File: src/rtl/slot_issuer_pkg.sv
package slot_issuer_pkg;

  // Strobes from control to datapath
  typedef struct packed {
    logic loadIssue;   // capture picked slot into the offer register
    logic commitCur;   // offer accepted: current slot takes offered slot
    logic zeroCur;     // start fell: current slot returns to zero
    logic useRotBase;  // search from current+1 instead of slot zero
  } issue_ctl_t;

endpackage

File: src/rtl/slot_picker.sv
module slot_picker #(
  parameter int NUM_SLOTS = 32,
  localparam int SLOT_W = $clog2(NUM_SLOTS)
) (
  input  logic [NUM_SLOTS-1:0] candVec,
  input  logic [SLOT_W-1:0]    baseIdx,
  output logic [SLOT_W-1:0]    pickIdx,
  output logic                 pickAny
);

  localparam logic [SLOT_W:0] SLOT_COUNT = (SLOT_W+1)'(NUM_SLOTS);

  // Walk from the farthest position down to the base so the nearest wins.
  always_comb begin
    logic [SLOT_W:0] sumIdx;
    pickIdx = '0;
    pickAny = 1'b0;
    for (int k = NUM_SLOTS - 1; k >= 0; k--) begin
      sumIdx = {1'b0, baseIdx} + (SLOT_W+1)'(k);
      if (sumIdx >= SLOT_COUNT) sumIdx = sumIdx - SLOT_COUNT;
      if (candVec[sumIdx[SLOT_W-1:0]]) begin
        pickIdx = sumIdx[SLOT_W-1:0];
        pickAny = 1'b1;
      end
    end
  end

  always_comb begin
    if (pickAny) begin
      AST_PICK_IN_CAND: assert (candVec[pickIdx]);
    end
  end

endmodule

File: src/rtl/slot_datapath.sv
module slot_datapath
  import slot_issuer_pkg::*;
#(
  parameter int NUM_SLOTS = 32,
  localparam int SLOT_W = $clog2(NUM_SLOTS)
) (
  input  logic                 clk,
  input  logic                 rstN,
  input  issue_ctl_t           ctl,
  input  logic [NUM_SLOTS-1:0] pendingVec,
  input  logic [NUM_SLOTS-1:0] activeVec,
  output logic                 pickAny,
  output logic [SLOT_W-1:0]    issueSlot,
  output logic [SLOT_W-1:0]    curSlot
);

  localparam logic [SLOT_W-1:0] LAST_SLOT = SLOT_W'(NUM_SLOTS - 1);

  logic [NUM_SLOTS-1:0] candVec;
  logic [SLOT_W-1:0]    baseIdx;
  logic [SLOT_W-1:0]    pickIdx;

  assign candVec = pendingVec & ~activeVec;

  always_comb begin
    if (!ctl.useRotBase)          baseIdx = '0;
    else if (curSlot == LAST_SLOT) baseIdx = '0;
    else                           baseIdx = curSlot + 1'b1;
  end

  slot_picker #(.NUM_SLOTS(NUM_SLOTS)) picker (
    .candVec (candVec),
    .baseIdx (baseIdx),
    .pickIdx (pickIdx),
    .pickAny (pickAny)
  );

  always_ff @(posedge clk) begin
    if (!rstN) begin
      issueSlot <= '0;
      curSlot   <= '0;
    end else begin
      if (ctl.loadIssue) issueSlot <= pickIdx;
      if (ctl.zeroCur)        curSlot <= '0;
      else if (ctl.commitCur) curSlot <= issueSlot;
    end
  end

  AST_CUR_HOLD: assert property (@(posedge clk) disable iff (!rstN)
    (!ctl.commitCur && !ctl.zeroCur) |=> $stable(curSlot));

endmodule

File: src/rtl/slot_control.sv
module slot_control
  import slot_issuer_pkg::*;
(
  input  logic       clk,
  input  logic       rstN,
  input  logic       startEn,
  input  logic       issueAccept,
  input  logic       pickAny,
  output issue_ctl_t ctl,
  output logic       issueValid,
  output logic       clrPulse
);

  logic startQ;
  logic validQ;
  logic stopQ;
  logic clrQ;
  logic firstQ;

  logic startRise;
  logic startFall;
  logic acceptNow;
  logic canIssue;

  assign startRise = startEn & ~startQ;
  assign startFall = ~startEn & startQ;
  assign acceptNow = validQ & issueAccept;
  assign canIssue  = startEn & ~validQ & ~stopQ & ~clrQ & pickAny;

  always_comb begin
    ctl.loadIssue  = canIssue;
    ctl.commitCur  = acceptNow;
    ctl.zeroCur    = startFall;
    ctl.useRotBase = firstQ;
  end

  always_ff @(posedge clk) begin
    if (!rstN) begin
      startQ <= 1'b0;
      validQ <= 1'b0;
      stopQ  <= 1'b0;
      clrQ   <= 1'b0;
      firstQ <= 1'b0;
    end else begin
      startQ <= startEn;

      if (acceptNow)     validQ <= 1'b0;
      else if (canIssue) validQ <= 1'b1;

      if (startFall)            stopQ <= 1'b1;
      else if (stopQ && !validQ) stopQ <= 1'b0;

      clrQ <= stopQ & ~validQ & ~startFall;

      if (startFall || startRise) firstQ <= 1'b0;
      else if (acceptNow)         firstQ <= 1'b1;
    end
  end

  assign issueValid = validQ;
  assign clrPulse   = clrQ;

  AST_NO_ISSUE_STOPPED: assert property (@(posedge clk) disable iff (!rstN)
    (!startEn && !issueValid) |=> !issueValid);

  AST_VALID_HOLD: assert property (@(posedge clk) disable iff (!rstN)
    (issueValid && !issueAccept) |=> issueValid);

  AST_DROP_AFTER_ACCEPT: assert property (@(posedge clk) disable iff (!rstN)
    (issueValid && issueAccept) |=> !issueValid);

  AST_CLR_ONE_CYCLE: assert property (@(posedge clk) disable iff (!rstN)
    clrPulse |=> !clrPulse);

  AST_CLR_IDLE: assert property (@(posedge clk) disable iff (!rstN)
    clrPulse |-> !issueValid);

endmodule

File: src/rtl/slot_issuer.sv
module slot_issuer
  import slot_issuer_pkg::*;
#(
  parameter int NUM_SLOTS = 32,
  localparam int SLOT_W = $clog2(NUM_SLOTS)
) (
  input  logic                 clk,
  input  logic                 rstN,
  input  logic                 startEn,
  input  logic [NUM_SLOTS-1:0] pendingVec,
  input  logic [NUM_SLOTS-1:0] activeVec,
  input  logic                 issueAccept,
  output logic                 issueValid,
  output logic [SLOT_W-1:0]    issueSlot,
  output logic [SLOT_W-1:0]    curSlot,
  output logic                 clrPending,
  output logic                 clrActive
);

  issue_ctl_t ctl;
  logic       pickAny;
  logic       clrPulse;

  slot_control control (
    .clk         (clk),
    .rstN        (rstN),
    .startEn     (startEn),
    .issueAccept (issueAccept),
    .pickAny     (pickAny),
    .ctl         (ctl),
    .issueValid  (issueValid),
    .clrPulse    (clrPulse)
  );

  slot_datapath #(.NUM_SLOTS(NUM_SLOTS)) datapath (
    .clk        (clk),
    .rstN       (rstN),
    .ctl        (ctl),
    .pendingVec (pendingVec),
    .activeVec  (activeVec),
    .pickAny    (pickAny),
    .issueSlot  (issueSlot),
    .curSlot    (curSlot)
  );

  assign clrPending = clrPulse;
  assign clrActive  = clrPulse;

  AST_FELL_ZERO: assert property (@(posedge clk) disable iff (!rstN)
    $fell(startEn) |=> (curSlot == '0));

  AST_OFFER_IS_IDLE_PENDING: assert property (@(posedge clk) disable iff (!rstN)
    $rose(issueValid) |->
      (((($past(pendingVec) & ~$past(activeVec)) >> issueSlot) & NUM_SLOTS'(1)) != '0));

endmodule

File: config.mk
export PLATFORM = sky130hd
export DESIGN_NAME = slot_issuer
export DESIGN_NICKNAME = d
export VERILOG_FILES = /design/src/rtl/slot_issuer_pkg.sv /design/src/rtl/slot_picker.sv /design/src/rtl/slot_datapath.sv /design/src/rtl/slot_control.sv /design/src/rtl/slot_issuer.sv
export SDC_FILE = /design/constraint.sdc
export NUM_CORES = 1
export LEC_CHECK = 0
export ABC_AREA = 1
export CORE_ASPECT_RATIO = 0.6
export CORE_MARGIN = 4
export CORE_UTILIZATION = 45
export CTS_CLUSTER_SIZE = 14
export DETAILED_ROUTE_END_ITERATION = 10
export MAX_ROUTING_LAYER = met4
export PLACE_DENSITY = 0.79
export SYNTH_ARGS = -nofsm -noshare
export SYNTH_HDL_FRONTEND = slang
export SYNTH_SLANG_ARGS = --single-unit
File: constraint.sdc
create_clock -name clk -period 5.9 [get_ports clk]
set_input_delay 1.18 -clock clk [delete_from_list [all_inputs] [get_ports clk]]
set_output_delay 1.18 -clock clk [all_outputs]
set_load 0.02 [all_outputs]
== Word level (Yosys, flattened, before mapping) ==
Index checks and enable logic that the tools add are counted.
Word-level totals
  register bits: 15
  output and inout bits: 13
Cells by class
  $add $sub $neg: 64
  magnitude comparators: 64
  equality and inequality tests: 1
  mux-type cells: 164
  bitwise operators: 18
  reduce and logical (&&, ||, !) cells: 7
Operators by type and width (number)
  $mux 5: 66
  $lt 5x6->1 const B: 32
  $ge 6x6->1 const B: 31
  $bmux 1 s5: 32
  $sub 5x1->5 const B: 32
  $add 5x5->6 const B: 16
  $mux 1: 66
  $add 5x4->6 const B: 8
  $and 32x32->32: 1
  $not 32->32: 1
  $add 5x3->6 const B: 4
  $add 5x2->6 const B: 2
  $and 1x1->1: 9
  $not 1->1: 7
  $add 5x1->6 const B: 1
  $ge 5x6->1 const B: 1
  $reduce_or 2->1: 3
  $add 5x1->5 const B: 1
  $eq 5x5->1 const B: 1
  $reduce_bool 2->1: 1
  $logic_and 1x1->1: 1
  $logic_not 1->1: 1
  $logic_or 1x1->1: 1

== Depth between registers and ports, before layout ==
  word-level depth: 41
  mapped depth: 57
  gate-level depth less buffers: 56

== By module ==
From an unflattened synthesis, not the netlist that was laid out.
Second synthesis, totals
  cells, all modules: 1016
  area, all modules: 5031.1 sq um
Modules (own cells, without submodules)
  slot_picker: times used 1, cells an instance 855, area an instance 4106.4 sq um
  slot_datapath: times used 1, cells an instance 128, area an instance 680.7 sq um
  slot_control: times used 1, cells an instance 32, area an instance 236.5 sq um
  slot_issuer: times used 1, cells an instance 1, area an instance 7.5 sq um

== Worst setup path before layout ==
OpenSTA, ideal clock, no wires.
  path kind: register to register
  from: register datapath.curSlot[1]
  to: register datapath.issueSlot[3]
  setup time: 0.070 ns
  arrival time: 4.744 ns
  data required time: 5.830 ns
  slack: 1.086 ns
  cell stages (with the launch flop): 54
  path buffers: 2
  clock period less this slack: 4.814 ns
  cell sequence: dfxtp_1 > ha_1 > nand2_1 > nor2_1 > ha_1 > nor2_8 > nand3_4 > clkinv_4 > buf_2 > ha_1 > inv_1 > clkbuf_1 > nand3_1 > nand3_1 > nand3_1 > nand2_1 > inv_1 > nor2_1 > [18 not listed] > nand2_1 > nand2_1 > nand2_1 > nand2_1 > nand2_1 > nand2_1 > nand2_1 > nand2_1 > nand2_1 > nand2_1 > nand2_1 > nand2_1 > nand2_1 > nand2_1 > nand2_1 > nand2_1 > nand2_1 > a21oi_1
On the way
  word-level cells in the longest chain between the ends: 41
  elaborated cells on any way between the ends: 260
RTL lines
  from (decl): RTL line slot_datapath.sv:14  | output logic [SLOT_W-1:0] curSlot
  from (signal assigned): RTL line slot_datapath.sv:45  | else if (ctl.commitCur) curSlot <= issueSlot;
  $add 5x1->5 / $eq 5x5->1 (equally long branches): RTL line slot_datapath.sv:28, slot_datapath.sv:27
  $mux 5 (*): RTL line slot_datapath.sv:27  | else if (curSlot == LAST_SLOT) baseIdx = '0;
  $mux 5 (*): RTL line slot_datapath.sv:26  | if (!ctl.useRotBase) baseIdx = '0;
  $add 5x5->6: RTL line slot_picker.sv:19  | sumIdx = {1'b0, baseIdx} + (SLOT_W+1)'(k);
  $sub 5x1->5 / $ge 6x6->1 (equally long branches): RTL line slot_picker.sv:20  | if (sumIdx >= SLOT_COUNT) sumIdx = sumIdx - SLOT_COUNT;
  $mux 5: RTL line slot_picker.sv:20
  $bmux 1 s5: RTL line slot_picker.sv:21  | if (candVec[sumIdx[SLOT_W-1:0]]) begin
  $mux 1 (implied by the code): RTL line slot_picker.sv:21
  $mux 1 (32 in series): RTL line slot_picker.sv:21
  $and 1x1->1: RTL line slot_control.sv:28  | assign canIssue = startEn & ~validQ & ~stopQ & ~clrQ & pickAny;
  to (signal assigned): RTL line slot_datapath.sv:43  | if (ctl.loadIssue) issueSlot <= pickIdx;
  to (decl): RTL line slot_datapath.sv:13  | output logic [SLOT_W-1:0] issueSlot,
Mark *: on every way between the ends. The rest lies on a longest branch, timed or not. The select of a mux whose other input is x is not followed.
A chain may end at the register's enable or synchronous reset.

== Worst setup path in the final report ==
  from: register datapath.curSlot[1]
  to: register datapath.issueSlot[1]
Same word-level chain as after synthesis.

==> impl_metrics.json <==
{
  "outcome": "finished, final reports clean",
  "hold_start": "control.stopQ$_SDFFE_PN0P_",
  "switchingPower_uw": 382,
  "cp.required_ns": 6.08,
  "cpMostUsedCell": "nand2_1",
  "internal_power_uw": 390,
  "synth-async-reset-ratio_pct": 0,
  "grt_pass1_wl_um": 34800,
  "cts_inserted_buffers": 3,
  "synth_compound_area_share_pct": 17.0,
  "synth_nets": 1176,
  "clk_path_buf_depth": 2,
  "layout-drive-gt1-share_pct": 6.32,
  "startpoint_type": "register",
  "power_frac_comb_pct": 67.5,
  "hold_viol_final": 0,
  "yosysWarnings": 0,
  "r2r-end": "datapath.issueSlot[1]$_SDFFE_PN0P_",
  "drv_slew": 0,
  "vias_per_cell": 5.55,
  "die-area_um2": 13400,
  "antennaDiodeCount": 0,
  "syn-cell-area_um2": 5220,
  "pwr-share-seq_pct": 15.3,
  "grt_busiest_layer": "met1",
  "path_clk_slew_ns": 0.05,
  "cts_hold_buf": 0,
  "use_met1_pct": 50.4,
  "ys_seq_elements": 15,
  "seq_area_frac_synth_pct": 5.76,
  "antenna_found_initial": 0,
  "synth_top_cell_by_area": "nand2_1",
  "grt.met3_usage_pct": 10.7,
  "ys.flop_type": "dfxtp_1",
  "whs_endpoint": "control.clrPulse$_SDFF_PN0_",
  "cp_max_fo": 11,
  "gp_congestion": 1.07,
  "die_x_um": 147,
  "wirelength_um": 22700,
  "root_buffer": "clkbuf_16",
  "htreeDepth": 1,
  "synth_top_family_by_area": "simple AND/OR/NAND/NOR gates",
  "synth.area.top_cells": "nand2_1, nand3_1, inv_1",
  "pin_count": 81,
  "setup_viol": 0,
  "drv_cap": 0,
  "maxSlewHeadroom_pct": 29.3,
  "ant_nets": 0,
  "cts.sinks": 15,
  "p_per_area_nw_per_um2": 122,
  "drt_iter0_markers": 816,
  "rrSetupSlack_ns": 0.44,
  "crit_arrival_ns": 5.63,
  "drt_pass1_iterations": 6,
  "synth_fa_ha_area_share_pct": 2.88,
  "grt_use_met2_pct": 43.2,
  "worst_pin_slew_ns": 1.03,
  "nNetsFinal": 1252,
  "endpoint_kind": "register",
  "clkPwrFrac_pct": 17.2,
  "synth-xor-area-share_pct": 2.81,
  "crit_chain": "ha_1, nand2_2, nor2_1, ha_2, nor2_8, nand3_4, clkinv_4, ha_2, clkinvlp_4, buf_4, nor2_1, a31oi_1, o21ai_0, nand2_1, nand2_1, inv_1, nand3_1, nor4_1, buf_4, a2111oi_0, inv_1, a21oi_1, nand2_1, a21oi_1",
  "drcViolationCount": 0,
  "place.port_buffers": 80,
  "hp-class": "register to register",
  "dp_hpwl_um": 18000,
  "peakVddDrop_v": 0.000158,
  "fin_util_pct": 55.9,
  "coreArea_um2": 11300,
  "overflow": 0,
  "post-route-min-period_ns": 5.46,
  "grt_max_degree": 38,
  "criticalPathCategory": "register to register",
  "period_share_pct": 92.5,
  "fin_skew_ns": 0.00505,
  "cp_slowest_cell": "a2111oi_0",
  "clock.fmax_mhz": 183,
  "area_growth_pct": 21.1,
  "muxShareOfSynthArea_pct": 0,
  "r2r_cells": 24,
  "synth_edf_count": 0,
  "cts_tree": "built",
  "grt_pass1_vias": 6369,
  "vias": 7391,
  "syn-instance-count": 1096,
  "p_leak_uw": 0.00348,
  "swShare_pct": 49.5,
  "postSynthAreaPerCell_um2": 4.76,
  "totalPowerFinal_uw": 771,
  "grt_usage_pct": 33.3,
  "yosys.area_share.simple_pct": 57.4,
  "synth_common_cells": "nand2_1, nand3_1, inv_1",
  "yosys.area.top_type_share_pct": 32.7,
  "r2r_start": "datapath.curSlot[1]$_SDFFE_PP0P_",
  "clk_latency_ns": 0.25,
  "rows": 30,
  "yosysUniqueCellTypes": 36,
  "max_stage_delay_ns": 0.90,
  "post_drt_wl_per_cell_um": 17.0,
  "holdPathStages": 2,
  "die_h_um": 91.4,
  "initial_core_util_pct": 46.2,
  "yosysMostFrequentCell": "nand2_1"
}
==> final cells by class <==
class	count	area (µm²)
fill	1252	4980
multi-input combinational	903	4200
timing repair buffer	102	966
inverter	146	557
sequential	15	303
tap	160	200
clock buffer	3	75.1
timing repair inverter	1	7.51
clock inverter	1	5.00
==> per-stage QoR <==
stage / hold slack, ns / setup WS, ns / std cells / area (µm²) / setup TNS, ns
6_report: 0.476 / 0.444 / 1331 / 6310 / 0
5_1_grt: 0.498 / -0.0211 / 1331 / 6310 / -0.0285
4_1_cts: 0.474 / 0.238 / 1325 / 6250 / 0
3_5_place_dp: 0.467 / 0.314 / 1321 / 6170 / 0
3_3_place_gp: 0.469 / 0.444 / 1321 / 6170 / 0
2_1_floorplan: 0.428 / 1.09 / 1096 / 5220 / 0
==> worst max-delay path: cells and delay by family (launching register included) <==
kind	cells	cell delay, ns
adder cells (fa/ha/maj)	3	0.90
flip-flops	1	0.40
AND/OR/NAND/NOR	10	1.28
buffers and inverters	6	1.11
AO/OA/AOI/OAI	5	1.67
==> routing by layer <==
layer	share of wire, %	up-vias
li1	-	3657
met5	0	-
met1	47	3261
met4	0.55	0
met2	36	462
met3	16	11
==> cells by family (layout without fill, tap and decap cells) <==
| kind of cell | after synthesis | in the layout |
|---|---|---|
| and+or+nand+nor | 707 | 708 |
| buffers and inverters | 179 | 253 |
| AOI/OAI and AO/OA | 168 | 168 |
| xor gates and xnor gates | 15 | 15 |
| DFF | 15 | 15 |
| adders and majority gates | 12 | 12 |
==> power by group through the flow <==
| stage | registers [µW] | clock network [µW] | logic (µW) |
|---|---|---|---|
| 6_report | 118 | 133 | 521 |
| 5_1_grt | 119 | 137 | 586 |
| 4_1_cts | 117 | 132 | 503 |
| 3_5_place_dp | 119 | 0 | 501 |
| 3_3_place_gp | 119 | 0 | 500 |
| 2_1_floorplan | 125 | 0 | 338 |
==> worst max path at each step <==
stage | slack (ns) | cells past startpoint | startpoint | endpoint
after global routing | -0.02 | 44 | datapath.curSlot[0]$_SDFFE_PP0P_ | datapath.issueSlot[0]$_SDFFE_PN0P_
after floorplan | 1.09 | 53 | datapath.curSlot[1]$_SDFFE_PP0P_ | datapath.issueSlot[3]$_SDFFE_PN0P_
final | 0.44 | 24 | datapath.curSlot[1]$_SDFFE_PP0P_ | datapath.issueSlot[1]$_SDFFE_PN0P_
after global placement | 0.44 | 51 | datapath.curSlot[1]$_SDFFE_PP0P_ | datapath.issueSlot[3]$_SDFFE_PN0P_
after CTS | 0.24 | 24 | datapath.curSlot[1]$_SDFFE_PP0P_ | datapath.issueSlot[1]$_SDFFE_PN0P_
after detailed placement | 0.31 | 24 | datapath.curSlot[1]$_SDFFE_PP0P_ | datapath.issueSlot[1]$_SDFFE_PN0P_
==> cells in the final DEF (no fill, tap or decap), types with 2 or more instances in the layout <==
| cell type | netlist | routed |
|---|---|---|
| a31oi_1 | 12 | 12 |
| buf_4 | 7 | 22 |
| inv_1 | 136 | 135 |
| nand2_2 | 11 | 13 |
| clkbuf_16 | 0 | 3 |
| clkinvlp_4 | 0 | 2 |
| clkdlybuf4s50_1 | 0 | 80 |
| o21ai_1 | 18 | 19 |
| a21oi_1 | 94 | 94 |
| xor2_1 | 13 | 13 |
| nand3_1 | 155 | 154 |
| dfxtp_2 | 0 | 2 |
| a21boi_0 | 2 | 2 |
| nand3_2 | 2 | 4 |
| ha_1 | 12 | 10 |
| nor2_4 | 2 | 2 |
| nor2_2 | 2 | 2 |
| or2_2 | 3 | 3 |
| nand2_1 | 454 | 452 |
| o21ai_0 | 35 | 34 |
| xnor2_2 | 2 | 2 |
| nor2_1 | 63 | 63 |
| ha_2 | 0 | 2 |
| dfxtp_1 | 15 | 13 |
| nand3_4 | 2 | 2 |
| nand4_1 | 6 | 6 |
| o21ai_2 | 3 | 3 |
| inv_2 | 8 | 8 |
| nor4_1 | 4 | 4 |
==> what timing repair did <==
item	4_1_cts	5_1_grt
gates resized for setup	0	10
buffers inserted	0	4
endpoints found under the setup margin	0	5
==> sequential cells by signal, indices dropped and copies added, names as in the netlist <==
signal              count
control.startQ          1
control.issueValid      1
control.stopQ           1
datapath.issueSlot      5
control.clrPulse        1
datapath.curSlot        5
control.firstQ          1
Note: power is estimated with default switching activity, not from simulation.
